### src/rtl/adc_seq_pkg.sv
package adc_seq_pkg;
  localparam int unsigned ADC_W = 12;

  typedef enum logic [1:0] {
    ST_IDLE   = 2'd0,
    ST_PULSE  = 2'd1,
    ST_WAIT   = 2'd2,
    ST_SETTLE = 2'd3
  } seq_state_e;
endpackage

### src/rtl/adc_sync.sv
module adc_sync #(
  parameter int unsigned W = 1
) (
  input  logic         clk_i,
  input  logic         rst_ni,
  input  logic [W-1:0] d_i,
  output logic [W-1:0] q_o
);
  logic [W-1:0] s1_q, s2_q;

  always_ff @(posedge clk_i or negedge rst_ni) begin
    if (!rst_ni) begin
      s1_q <= '0;
      s2_q <= '0;
    end else begin
      s1_q <= d_i;
      s2_q <= s1_q;
    end
  end

  assign q_o = s2_q;
endmodule

### src/rtl/adc_rate_timer.sv
module adc_rate_timer #(
  parameter int unsigned CW      = 16,
  parameter int unsigned PER_MIN = 20
) (
  input  logic          clk_i,
  input  logic          rst_ni,
  input  logic          run_i,
  input  logic [CW-1:0] period_i,
  output logic          tick_o
);
  localparam logic [CW-1:0] PerLo = CW'(PER_MIN);

  logic [CW-1:0] per_eff, cnt_q;
  logic          last;

  assign per_eff = (period_i < PerLo) ? PerLo : period_i;
  assign last    = (cnt_q >= per_eff - CW'(1));

  always_ff @(posedge clk_i or negedge rst_ni) begin
    if (!rst_ni)     cnt_q <= '0;
    else if (!run_i) cnt_q <= '0;
    else if (last)   cnt_q <= '0;
    else             cnt_q <= cnt_q + CW'(1);
  end

  assign tick_o = run_i & last;
endmodule

### src/rtl/adc_conv_fsm.sv
module adc_conv_fsm #(
  parameter int unsigned CW         = 16,
  parameter int unsigned PW_MIN     = 5,
  parameter int unsigned PW_MAX     = 10,
  parameter int unsigned SETTLE_MIN = 2
) (
  input  logic          clk_i,
  input  logic          rst_ni,
  input  logic          tick_i,
  input  logic          eoc_s_i,
  input  logic [CW-1:0] pulse_i,
  input  logic [CW-1:0] settle_i,
  input  logic [CW-1:0] timeout_i,
  output logic          convst_o,
  output logic          oe_no,
  output logic          capture_o,
  output logic          timeout_o
);
  localparam logic [CW-1:0] PwLo = CW'(PW_MIN);
  localparam logic [CW-1:0] PwHi = CW'(PW_MAX);
  localparam logic [CW-1:0] StLo = CW'(SETTLE_MIN);

  adc_seq_pkg::seq_state_e st_q, st_d;
  logic [CW-1:0] cnt_q, cnt_d, tcnt_q, pw_eff, st_eff;
  logic          eoc_d1_q, eoc_fall, tmo_hit;
  logic          convst_q, oe_nq, tmo_q;

  always_comb begin
    if (pulse_i < PwLo)      pw_eff = PwLo;
    else if (pulse_i > PwHi) pw_eff = PwHi;
    else                     pw_eff = pulse_i;
  end

  assign st_eff   = (settle_i < StLo) ? StLo : settle_i;
  assign eoc_fall = eoc_d1_q & ~eoc_s_i;

  always_comb begin
    st_d      = st_q;
    cnt_d     = cnt_q + CW'(1);
    capture_o = 1'b0;
    tmo_hit   = 1'b0;
    unique case (st_q)
      adc_seq_pkg::ST_IDLE: begin
        cnt_d = '0;
        // busy guard: never start while converter reports EOC high
        if (tick_i && !eoc_s_i) st_d = adc_seq_pkg::ST_PULSE;
      end
      adc_seq_pkg::ST_PULSE: begin
        if (cnt_q == pw_eff - CW'(1)) st_d = adc_seq_pkg::ST_WAIT;
      end
      adc_seq_pkg::ST_WAIT: begin
        cnt_d = '0;
        if (eoc_fall) st_d = adc_seq_pkg::ST_SETTLE;
        else if (tcnt_q >= timeout_i) begin
          st_d    = adc_seq_pkg::ST_IDLE;
          tmo_hit = 1'b1;
        end
      end
      adc_seq_pkg::ST_SETTLE: begin
        if (cnt_q == st_eff - CW'(1)) begin
          st_d      = adc_seq_pkg::ST_IDLE;
          capture_o = 1'b1;
        end
      end
      default: st_d = adc_seq_pkg::ST_IDLE;
    endcase
  end

  always_ff @(posedge clk_i or negedge rst_ni) begin
    if (!rst_ni) begin
      st_q     <= adc_seq_pkg::ST_IDLE;
      cnt_q    <= '0;
      tcnt_q   <= '0;
      eoc_d1_q <= 1'b0;
      convst_q <= 1'b0;
      oe_nq    <= 1'b1;
      tmo_q    <= 1'b0;
    end else begin
      st_q     <= st_d;
      cnt_q    <= cnt_d;
      tcnt_q   <= (st_q == adc_seq_pkg::ST_IDLE) ? '0 : tcnt_q + CW'(1);
      eoc_d1_q <= eoc_s_i;
      convst_q <= (st_d == adc_seq_pkg::ST_PULSE);
      oe_nq    <= (st_d == adc_seq_pkg::ST_IDLE);
      if (tmo_hit) tmo_q <= 1'b1;
    end
  end

  assign convst_o  = convst_q;
  assign oe_no     = oe_nq;
  assign timeout_o = tmo_q;
endmodule

### src/rtl/adc_out_stage.sv
module adc_out_stage #(
  parameter int unsigned DW = 12
) (
  input  logic          clk_i,
  input  logic          rst_ni,
  input  logic          capture_i,
  input  logic [DW-1:0] data_i,
  input  logic          ready_i,
  output logic          valid_o,
  output logic [DW-1:0] raw_o,
  output logic [DW-1:0] twos_o,
  output logic          overrun_o
);
  logic          valid_q, ovr_q, slot_free;
  logic [DW-1:0] raw_q;

  assign slot_free = ~valid_q | ready_i;

  always_ff @(posedge clk_i or negedge rst_ni) begin
    if (!rst_ni) begin
      valid_q <= 1'b0;
      raw_q   <= '0;
      ovr_q   <= 1'b0;
    end else begin
      if (capture_i && slot_free) begin
        valid_q <= 1'b1;
        raw_q   <= data_i;
      end else if (ready_i) begin
        valid_q <= 1'b0;
      end
      // drop the new word rather than stall the converter
      if (capture_i && !slot_free) ovr_q <= 1'b1;
    end
  end

  assign valid_o   = valid_q;
  assign raw_o     = raw_q;
  assign twos_o    = {~raw_q[DW-1], raw_q[DW-2:0]};
  assign overrun_o = ovr_q;
endmodule

### src/rtl/adc_conv_seq.sv
module adc_conv_seq #(
  parameter int unsigned DATA_W     = adc_seq_pkg::ADC_W,
  parameter int unsigned CW         = 16,
  parameter int unsigned PW_MIN     = 5,
  parameter int unsigned PW_MAX     = 10,
  parameter int unsigned SETTLE_MIN = 2,
  parameter int unsigned PER_MIN    = 20
) (
  input  logic              clk_i,
  input  logic              rst_ni,
  input  logic              run_i,
  input  logic [CW-1:0]     cfg_period_i,
  input  logic [CW-1:0]     cfg_pulse_i,
  input  logic [CW-1:0]     cfg_settle_i,
  input  logic [CW-1:0]     cfg_timeout_i,
  input  logic              adc_eoc_i,
  input  logic [DATA_W-1:0] adc_data_i,
  output logic              adc_convst_o,
  output logic              adc_oe_no,
  output logic              smp_valid_o,
  input  logic              smp_ready_i,
  output logic [DATA_W-1:0] smp_raw_o,
  output logic [DATA_W-1:0] smp_twos_o,
  output logic              timeout_o,
  output logic              overrun_o
);
  logic              eoc_s, tick, capture;
  logic [DATA_W-1:0] data_s;

  adc_sync #(.W(1)) u_sync_eoc (
    .clk_i (clk_i),
    .rst_ni(rst_ni),
    .d_i   (adc_eoc_i),
    .q_o   (eoc_s)
  );

  adc_sync #(.W(DATA_W)) u_sync_data (
    .clk_i (clk_i),
    .rst_ni(rst_ni),
    .d_i   (adc_data_i),
    .q_o   (data_s)
  );

  adc_rate_timer #(.CW(CW), .PER_MIN(PER_MIN)) u_timer (
    .clk_i   (clk_i),
    .rst_ni  (rst_ni),
    .run_i   (run_i),
    .period_i(cfg_period_i),
    .tick_o  (tick)
  );

  adc_conv_fsm #(
    .CW(CW), .PW_MIN(PW_MIN), .PW_MAX(PW_MAX), .SETTLE_MIN(SETTLE_MIN)
  ) u_fsm (
    .clk_i    (clk_i),
    .rst_ni   (rst_ni),
    .tick_i   (tick),
    .eoc_s_i  (eoc_s),
    .pulse_i  (cfg_pulse_i),
    .settle_i (cfg_settle_i),
    .timeout_i(cfg_timeout_i),
    .convst_o (adc_convst_o),
    .oe_no    (adc_oe_no),
    .capture_o(capture),
    .timeout_o(timeout_o)
  );

  adc_out_stage #(.DW(DATA_W)) u_out (
    .clk_i    (clk_i),
    .rst_ni   (rst_ni),
    .capture_i(capture),
    .data_i   (data_s),
    .ready_i  (smp_ready_i),
    .valid_o  (smp_valid_o),
    .raw_o    (smp_raw_o),
    .twos_o   (smp_twos_o),
    .overrun_o(overrun_o)
  );
endmodule

### config.mk
export PLATFORM = sky130hd
export DESIGN_NAME = adc_conv_seq
export DESIGN_NICKNAME = d
export VERILOG_FILES = /design/src/rtl/adc_seq_pkg.sv /design/src/rtl/adc_sync.sv /design/src/rtl/adc_rate_timer.sv /design/src/rtl/adc_conv_fsm.sv /design/src/rtl/adc_out_stage.sv /design/src/rtl/adc_conv_seq.sv
export SDC_FILE = /design/constraint.sdc
export NUM_CORES = 1
export LEC_CHECK = 0
export BUFFER_PORTS_ARGS = -buffer_cell sky130_fd_sc_hd__buf_2
export CORE_ASPECT_RATIO = 0.5
export CORE_MARGIN = 3
export CORE_UTILIZATION = 40
export CTS_CLUSTER_DIAMETER = 30
export DETAILED_ROUTE_END_ITERATION = 8
export HOLD_SLACK_MARGIN = 0.15
export PLACE_DENSITY = 0.66
export SETUP_SLACK_MARGIN = 0.15
export SLEW_MARGIN = 10
export SYNTH_ARGS = -nofsm -noshare
export SYNTH_HDL_FRONTEND = slang
export SYNTH_SLANG_ARGS = --single-unit
### constraint.sdc
create_clock -name clk_i -period 6.71 [get_ports clk_i]
set_input_delay 0.671 -clock clk_i [delete_from_list [all_inputs] [get_ports clk_i]]
set_output_delay 0.671 -clock clk_i [all_outputs]
set_load 0.05 [all_outputs]
Yosys cells after proc, flatten, opt, wreduce, memory -nomap -nowiden
Index checks and enable logic that the tools add are counted.
{"block": "word_totals", "output_inout_bits": 29, "elab_cells": 69, "register_bits": 94, "input_bits": 81}
{"block": "classes", "order_cmp": 6, "n_bitwise": 6, "n_mux": 21, "eq_ne": 6, "n_addsub": 6, "n_reduce_logical": 9}
{"cell": "$mux 16", "count": 8}
{"cell": "$add 16x1->16 const B", "count": 3}
{"cell": "$sub 16x1->16 const B", "count": 3}
{"cell": "$eq 16x16->1", "count": 2}
{"cell": "$ge 16x16->1", "count": 2}
{"cell": "$gt 16x4->1 const B", "count": 1}
{"cell": "$lt 16x2->1 const B", "count": 1}
{"cell": "$lt 16x3->1 const B", "count": 1}
{"cell": "$lt 16x5->1 const B", "count": 1}
{"cell": "$mux 2", "count": 5}
{"cell": "$pmux 2 s4", "count": 1}
{"cell": "$mux 1", "count": 7}
{"cell": "$eq 2x1->1 const B", "count": 2}
{"cell": "$eq 2x2->1 const B", "count": 2}
{"cell": "$logic_not 2->1", "count": 2}
{"cell": "$logic_and 1x1->1", "count": 3}
{"cell": "$not 1->1", "count": 3}
{"cell": "$and 1x1->1", "count": 2}
{"cell": "$logic_not 1->1", "count": 2}
{"cell": "$reduce_bool 2->1", "count": 1}
{"cell": "$reduce_or 2->1", "count": 1}
{"cell": "$or 1x1->1", "count": 1}

Depth between registers and ports, before layout
Gate-level depths: netlist (run 1).
{"block": "logic_depth", "word_depth": 9, "depth_mapped": 19, "ltp_nobuf": 18}

Hierarchy
Synthesis (run 1) repeated with hierarchy kept, for this count alone.
{"block": "hier_totals", "hier_cells": 591, "hier_area_um2": 5935.7}
{"module": "adc_conv_fsm", "n_inst": 1, "cells_per_inst": 358, "seq_area_each_um2": 952.2, "area_each_um2": 3055.4}
{"module": "adc_rate_timer", "n_inst": 1, "cells_per_inst": 163, "seq_area_each_um2": 400.4, "area_each_um2": 1560.2}
{"module": "adc_out_stage", "n_inst": 1, "cells_per_inst": 44, "seq_area_each_um2": 350.3, "area_each_um2": 669.4}
{"module": "adc_sync at u_sync_data", "n_inst": 1, "cells_per_inst": 24, "seq_area_each_um2": 600.6, "area_each_um2": 600.6}
{"module": "adc_sync at u_sync_eoc", "n_inst": 1, "cells_per_inst": 2, "seq_area_each_um2": 50.0, "area_each_um2": 50.0}

Worst setup path before layout (run 1)
No wires, ideal clock.
{"block": "synth_path", "path_type": "input -> register", "startpoint": "input port cfg_period_i[8]", "endpoint": "register u_timer.cnt_q[10]", "n_path_buf": 1, "setup_time_ns": 0.072, "required_ns": 6.638, "cell_stages": 19, "arrival_ns": 4.760, "slack_ns": 1.878, "path_cell_list": "or4_1 -> or4_1 -> nor4b_2 -> nand2_1 -> nand2_1 -> ha_1 -> nand2_1 -> or4_1 -> nor3_1 -> xnor2_1 -> ha_1 -> a21o_1 -> a21o_1 -> a21oi_1 -> nor2_1 -> a211oi_1 -> o211ai_1 -> clkbuf_1 -> nor2_1"}
{"block": "synth_via", "elab_chain_cells": 6}
{"item": "start, declared", "line_no": "adc_conv_seq.sv:12", "source": "input logic [CW-1:0] cfg_period_i,"}
{"item": "$lt 16x5->1", "line_no": "adc_rate_timer.sv:16", "source": "assign per_eff = (period_i < PerLo) ? PerLo : period_i;"}
{"item": "$mux 16 (*)", "line_no": "adc_rate_timer.sv:16"}
{"item": "$sub 16x1->16 (*)", "line_no": "adc_rate_timer.sv:17", "source": "assign last = (cnt_q >= per_eff - CW'(1));"}
{"item": "$ge 16x16->1 (*)", "line_no": "adc_rate_timer.sv:17"}
{"item": "$mux 16 (*)", "line_no": "adc_rate_timer.sv:22", "source": "else if (last) cnt_q <= '0;"}
{"item": "$mux 16 (*)", "line_no": "adc_rate_timer.sv:21", "source": "else if (!run_i) cnt_q <= '0;"}
{"item": "end signal, assigned", "line_no": "adc_rate_timer.sv:23", "source": "else cnt_q <= cnt_q + CW'(1);"}
{"item": "end, declared", "line_no": "adc_rate_timer.sv:13", "source": "logic [CW-1:0] per_eff, cnt_q;"}
Every way passes the cells marked *; elsewhere a longest branch is shown, timed or not.
A chain may end at the register's enable or synchronous reset.

Worst setup path in the final report (run 1)
{"block": "layout_path", "startpoint": "input port cfg_period_i[8]", "endpoint": "register u_timer.cnt_q[7]"}
Same word-level chain as after synthesis.

==> run_results.csv, run 1 <==
group,metric,value,unit
floorplan,initial_core_util,0.425,
global_route,antenna_found_initial,0,
synth,synth_cells,563,
timing,grt_setup_unrepaired,"no",
final_layout,final_common_cell,"buf_2",
final_layout,fin_nets,780,
timing,holdWs,191,ps
clock_tree,postCtsHoldBufs,0,
final_layout,final_cell_area,6560,µm²
timing,fin_tns_setup,0,ps
outcome,status,"completed",
synth,ys_seq_elements,94,
worst_hold_path,hp-class,"in2async",
pwr,switchingPower,0.000313,W
setup_path,slowest_stage,"or4_1",
pwr,swShare,0.252,
synth,synthArstFlopShare,1.00,
clock_tree,cts_tree,"built",
timing,finalCritPeriodShare,0.771,
setup_path,crit_path_end_kind,"flip-flop",
timing,max_slew_margin,0.195,
routing,num_vias,4308,
routing,finalWirelength,12000,µm
synth,yosysTopAreaCellShare,0.415,
synth,synth_cell_types,62,
synth,yosysTopAreaCell,"dfrtp_1",
place,dpl_cell_area,6250,µm²
routing,post_drt_wl_per_cell,14.1,µm
pwr,intPower,0.000929,W
synth,ys_seq_area_frac,0.420,
global_route,grt_pass1_vias,4145,
synth,synth_ff_type,"dfrtp_1",
routing,drtAntennaViolNets,0,
clock_tree,clock_sinks,94,
synth,synth-edff-count,0,
routing,drc,0,
final_layout,mostFrequentLayoutCells,"108 x buf_2, 93 x dfrtp_1, 67 x nor2_1",
pwr,p_comb_frac,0.103,
setup_path,crit_fanout,16,
floorplan,die_area,15500,µm²
place,hpwlAfterDp,9280,µm
pwr,p_clk_frac,0.420,
setup_path,criticalPathCategory,"in2reg",
final_layout,synthToLayoutAreaGrowth,17.0,%
timing,finalMaxSlewViolations,0,
synth,avgSynthCellArea,9.95,µm²
timing,layout_min_cycle_time,5170,ps
pwr,p_seq_frac,0.477,
pwr,total_power,0.00124,W
timing,finalSetupViolations,0,
global_route,grt_pass1_wl,20000,µm
routing,via_per_inst,5.06,
floorplan,die_width,173,µm
pwr,powerDensity,190,nW/µm²
clock_tree,numCtsBuffers,9,
synth,yosys_warnings,0,
global_route,grt_usage,0.158,
clock_tree,clk_latency,340,ps
synth,synth.area.top_cells,"dfrtp_1 42%, ha_1 8.5%, xor2_1 5.8%, nor2_1 4.5%, xnor2_1 4.4%",
setup_path,cp.required,6970,ps
timing,hold_viol,0,
global_route,gr-total-overflow,0,
global_route,grt_max_degree,77,
final_layout,antenna_cells,0,
place,place_inst,836,
pwr,leakage,3.19,nW
setup_path,max_stage_delay,580,ps
floorplan,coreArea,13200,µm²
timing,fmax,193,MHz
setup_path,crit_path_cell_trace,"buf_2, or4_1, or4_1, nor4b_2, nand2_1, nand2_1, ha_1, nand2_1, or4_1, nor3_1, xnor2_1, ha_1, a21o_1, a21o_1, a21oi_1, nor2_1, a211oi_1, o211ai_1, nor2_1",
clock_tree,cts-root-buf,"clkbuf_16",
place,place.gp.congestion,0.858,
routing,drtIter0Drc,212,
floorplan,fp.dieH,89.7,µm
timing,worst_slew_pin_slew,1200,ps
clock_tree,cts_setup_buffers,0,
clock_tree,postCtsResizedCells,0,
clock_tree,cts_max_path_buffers,2,
clock_tree,htreeDepth,3,
synth,syn_area,5600,µm²
pwr,ir_drop,0.000131,V
final_layout,finalNonFillerCells,852,
final_layout,final_layout_size_suffix_gt1_frac,0.236,
synth,syn_nets,682,
routing,first_pass_iters,4,
setup_path,arrival,5430,ps
run,cap_violations,0,
floorplan,row_count,29,
floorplan,ios,110,
setup_path,crit_path_start_kind,"primary input",
place,portBuffers,109,
timing,clock_skew,9.24,ps
clock_tree,clk_pin_slew_worst_paths,70,ps
[power by group through the flow]
stage,clock network (W),logic [W],registers [W]
6_report,0.000522,0.000128,0.000592
5_1_grt,0.000565,0.000147,0.000594
4_1_cts,0.000535,0.000130,0.000593
3_5_place_dp,0,0.000130,0.000603
3_3_place_gp,0,0.000126,0.000602
2_1_floorplan,0,0.0000617,0.000604
[worst max-delay path: cells and delay by family]
family | cells | cell delay [ps]
AND/OR/NAND/NOR | 10 | 2820
AO/OA/AOI/OAI | 5 | 1270
adder cells (fa/ha/maj) | 2 | 440
buffers and inverters | 1 | 110
XOR/XNOR | 1 | 100
[state kept, by name (all words and copies together) (netlist names), 2 cells and up]
name / count
u_fsm.cnt_q: 16
u_fsm.st_q: 2
u_fsm.tcnt_q: 16
u_out.raw_o: 12
u_sync_data.q_o: 12
u_sync_data.s1_q: 12
u_timer.cnt_q: 16
[through the flow]
stage	utilization	setup slack (ps)
finish	0.498	1540
global route	0.498	1020
CTS	0.498	1550
detailed placement	0.475	1200
global placement	0.475	1330
floorplan	-	1880
[worst paths after layout]
path	start	to	slack (ps)	depth (start not counted)
worst max-delay path	cfg_period_i[8]	u_timer.cnt_q[7]	1540	19
worst min-delay path	rst_ni	u_sync_eoc.q_o	190	1
min in group clk_i	u_sync_data.s1_q[5]	u_sync_data.q_o[5]	340	0
max in group asynchronous	rst_ni	u_fsm.cnt_q[9]	5320	2
worst max register to register	u_fsm.cnt_q[4]	u_out.raw_o[0]	3570	7
worst min register to register	u_sync_data.s1_q[5]	u_sync_data.q_o[5]	340	0
[logic make-up after synthesis]
| logic type | count (synthesis) | share of synthesized area |
|---|---|---|
| compound gates | 84 | 0.104 |
| flops | 94 | 0.420 |
| simple gates | 218 | 0.213 |
| mux | 12 | 0.0308 |
| xor+xnor | 65 | 0.102 |
| fa+ha+maj | 39 | 0.0866 |
| buf+inv | 51 | 0.0442 |
[final cells by class]
type	count	area, µm²
fillers	1228	6610
multi-input cells	418	3000
flip-flops and latches	94	2350
repair buffers	111	563
well taps	186	233
clock buffers	10	229
inverters	27	101
clock inverters	6	76.3
[Yosys cell counts (all sizes together) (7+ instances only)]
cell,instances
a21o,19
a21oi,15
and2,7
buf,14
clkbuf,10
dfrtp,93
ha,38
inv,27
mux2,12
nand2,30
nand3,27
nand4,16
nor2,67
nor2b,9
nor3,11
nor4,11
o21ai,16
xnor2,28
xor2,37
[layer usage]
metal  track usage  vias up  share of wire
met1         0.212     2055           0.48
met4        0.0426        0          0.013
met3        0.0348       12          0.038
met5             0        -              0
li1              -     2165              -
met2         0.262       76           0.47
Note: power is estimated with default switching activity, not from simulation.
==> run 2, diff against run 1 <==
--- a/config.mk
+++ b/config.mk
@@ -5,6 +5,7 @@
 export SDC_FILE = /design/constraint.sdc
 export NUM_CORES = 1
 export LEC_CHECK = 0
+export ABC_AREA = 1
 export BUFFER_PORTS_ARGS = -buffer_cell sky130_fd_sc_hd__buf_2
 export CORE_ASPECT_RATIO = 0.5
 export CORE_MARGIN = 3
==> constraint.sdc (replaced) <==
create_clock -name clk_i -period 5.4 [get_ports clk_i]
set_input_delay 0.54 -clock clk_i [delete_from_list [all_inputs] [get_ports clk_i]]
set_output_delay 0.54 -clock clk_i [all_outputs]
set_load 0.05 [all_outputs]
==> run_results.csv, run 2 <==
group,metric,value,unit
synth,ys_seq_elements,94,
setup_path,crit_path_end_kind,"flip-flop",
pwr,ir_drop,0.000160,V
global_route,grt_max_degree,70,
pwr,powerDensity,255,nW/µm²
clock_tree,htreeDepth,3,
final_layout,final_layout_size_suffix_gt1_frac,0.196,
floorplan,fp.dieH,91.6,µm
final_layout,fin_nets,949,
clock_tree,cts_setup_buffers,0,
routing,via_per_inst,4.80,
clock_tree,clock_sinks,94,
clock_tree,clk_pin_slew_worst_paths,70,ps
timing,worst_slew_pin_slew,828,ps
routing,finalWirelength,12000,µm
synth,synth.area.mux_share,0,
pwr,leakage,3.42,nW
floorplan,coreArea,13900,µm²
synth,yosysMostFrequentCell,"nand2_1",
final_layout,antenna_cells,0,
global_route,gr-total-overflow,0,
timing,layout_min_cycle_time,3590,ps
timing,finalSetupViolations,0,
setup_path,r2r_slack,3060,ps
timing,fin_tns_setup,0,ps
global_route,grt_usage,0.155,
synth,synth_xor_area_frac,0.0655,
timing,finalMaxSlewViolations,0,
setup_path,crit_fanout,16,
worst_hold_path,min_path_cells,1,
synth,synthArstFlopShare,1.00,
clock_tree,clk_latency,340,ps
synth,synth_ff_type,"dfrtp_1",
timing,fmax,278,MHz
setup_path,arrival,3830,ps
setup_path,r2r_cells,8,
worst_hold_path,hp-class,"in2reg",
synth,synth_compound_area_frac,0.0704,
global_route,antenna_found_initial,1,
floorplan,die_area,16200,µm²
synth,synth_cells,727,
place,hpwlAfterDp,9520,µm
synth,ys_seq_area_frac,0.401,
outcome,status,"completed",
global_route,grt_pass1_vias,4746,
synth,synth-edff-count,0,
place,place.gp.congestion,0.857,
routing,first_pass_iters,4,
clock_tree,cts_tree,"built",
synth,yosys_warnings,0,
final_layout,multi_input_area,3020,µm²
timing,holdWs,298,ps
setup_path,crit_path_start_kind,"primary input",
clock_tree,cts_max_path_buffers,2,
synth,syn_area,5870,µm²
final_layout,synthToLayoutAreaGrowth,16.8,%
synth,synth.area.top_cells,"dfrtp_1 40%, nand2_1 8.2%, ha_1 8.1%, inv_1 6.0%, nor2_1 5.6%",
final_layout,fillers,1349,
routing,drtAntennaViolNets,0,
synth,synth_cell_types,45,
synth,synth_top_family_by_area,"simple AND/OR/NAND/NOR gates",
routing,drc,0,
clock_tree,postCtsHoldBufs,1,
setup_path,cp.required,5640,ps
synth,syn_nets,846,
final_layout,mostFrequentLayoutCells,"128 x nand2_1, 108 x buf_2, 94 x inv_1",
synth,avgSynthCellArea,8.07,µm²
timing,max_slew_margin,0.448,
global_route,grt_pass1_wl,20900,µm
final_layout,final_common_cell,"nand2_1",
synth,yosysTopAreaCell,"dfrtp_1",
timing,finalCritPeriodShare,0.665,
clock_tree,numCtsBuffers,9,
timing,grt_setup_unrepaired,"no",
setup_path,r2r-end,"u_timer.cnt_q[7]",
timing,clock_skew,7.23,ps
final_layout,finish.utilization,0.492,
synth,yosys-top-cells-count,"128 x nand2_1, 94 x inv_1, 93 x dfrtp_1",
setup_path,reg2reg_from,"u_timer.cnt_q[9]",
synth,synthAdderAreaFrac,0.0810,
synth,yosysTopAreaCellShare,0.397,
clock_tree,cts-root-buf,"clkbuf_16",
timing,hold_viol,0,
routing,post_drt_wl_per_cell,11.7,µm
worst_hold_path,hold_end,"u_sync_data.s1_q[0]",
clock_tree,postCtsResizedCells,0,
routing,drtIter0Drc,265,
synth,yosys.area_share.simple,0.298,
worst_hold_path,min_from,"adc_data_i[0]",
floorplan,initial_core_util,0.421,
setup_path,criticalPathCategory,"in2reg",
final_layout,reg_top3,"u_fsm.cnt_q: 16 flops, u_fsm.tcnt_q: 16 flops, u_timer.cnt_q: 16 flops",
floorplan,ios,110,
routing,num_vias,4933,
run,cap_violations,0,
final_layout,regArea,2350,µm²
floorplan,die_width,177,µm
place,portBuffers,109,
floorplan,row_count,30,
[run 2: cell types whose count changed in the layout (fill, tap and decap cells not counted), moves of 10 or more]
cell / before / now
nand2_1: 30 / 128
inv_1: 27 / 94
a21oi_1: 15 / 39
nor2_1: 67 / 87
a21o_1: 19 / 1
xnor2_1: 28 / 11
nand4_1: 15 / 30
nand3_1: 26 / 39
nor3_1: 9 / 21
mux2_4: 10 / 0
[run 2: worst max-delay path by stage]
stage                     start                end  slack [ps]
5_1_grt        cfg_period_i[14]   u_timer.cnt_q[6]        1280
4_1_cts        cfg_period_i[14]   u_timer.cnt_q[7]        1760
3_3_place_gp   cfg_period_i[12]  u_timer.cnt_q[10]        1540
2_1_floorplan  cfg_period_i[14]  u_timer.cnt_q[11]        2190
3_5_place_dp   cfg_period_i[14]   u_timer.cnt_q[6]        1430
6_report       cfg_period_i[14]   u_timer.cnt_q[7]        1810
[run 2: metrics by stage]
step	area (µm²)	worst slack, ps	total power, W	cells
6_report	6860	1810	0.00175	1027
5_1_grt	6860	1280	0.00185	1027
4_1_cts	6860	1760	0.00177	1027
3_5_place_dp	6540	1430	0.00113	1010
3_3_place_gp	6540	1540	0.00112	1010
2_1_floorplan	5870	2190	0.00101	727
[run 2: critical path, cell delays in order]
cell and delay, ps:
buf_2 100, or2_1 140, nor3_2 60, nand3_2 100, nand2_1 100, nor3_1 330, nand3_1 200, nor4_1 360
xnor2_1 170, ha_1 260, a21oi_1 150, nor2_1 50, a211oi_1 160, nor2_1 60, nor2_1 120, nand4_1 550
nor3_1 370
[run 2: layer usage]
layer | vias to the layer above | share of wire | routed length [µm] | global-route usage
met2 | 89 | 0.46 | 5560 | 0.264
met4 | 2 | 0.0095 | 114 | 0.0352
li1 | 2584 | - | - | -
met5 | - | 0.0011 | 13 | 0
met3 | 11 | 0.041 | 497 | 0.0335
met1 | 2247 | 0.48 | 5820 | 0.203
[run 2: kinds of logic after synthesis]
group,after synthesis
xor+xnor,43
simple gates,361
fa+ha+maj,38
buf+inv,117
flops,94
compound gates,74
[run 2: final cells by class]
class                      count  area share
timing repair buffer         111      0.0825
tap                          192      0.0350
clock buffer                   9      0.0329
multi-input combinational    516       0.441
clock inverter                 7      0.0117
sequential                    94       0.343
inverter                      98      0.0537
[run 2: where the power goes]
part           leakage [nW]  switching (W)  internal, W
clock                 0.148       0.000274     0.000365
sequential             1.23      0.0000453     0.000746
combinational          2.04       0.000207     0.000111
total                  3.42       0.000526      0.00122
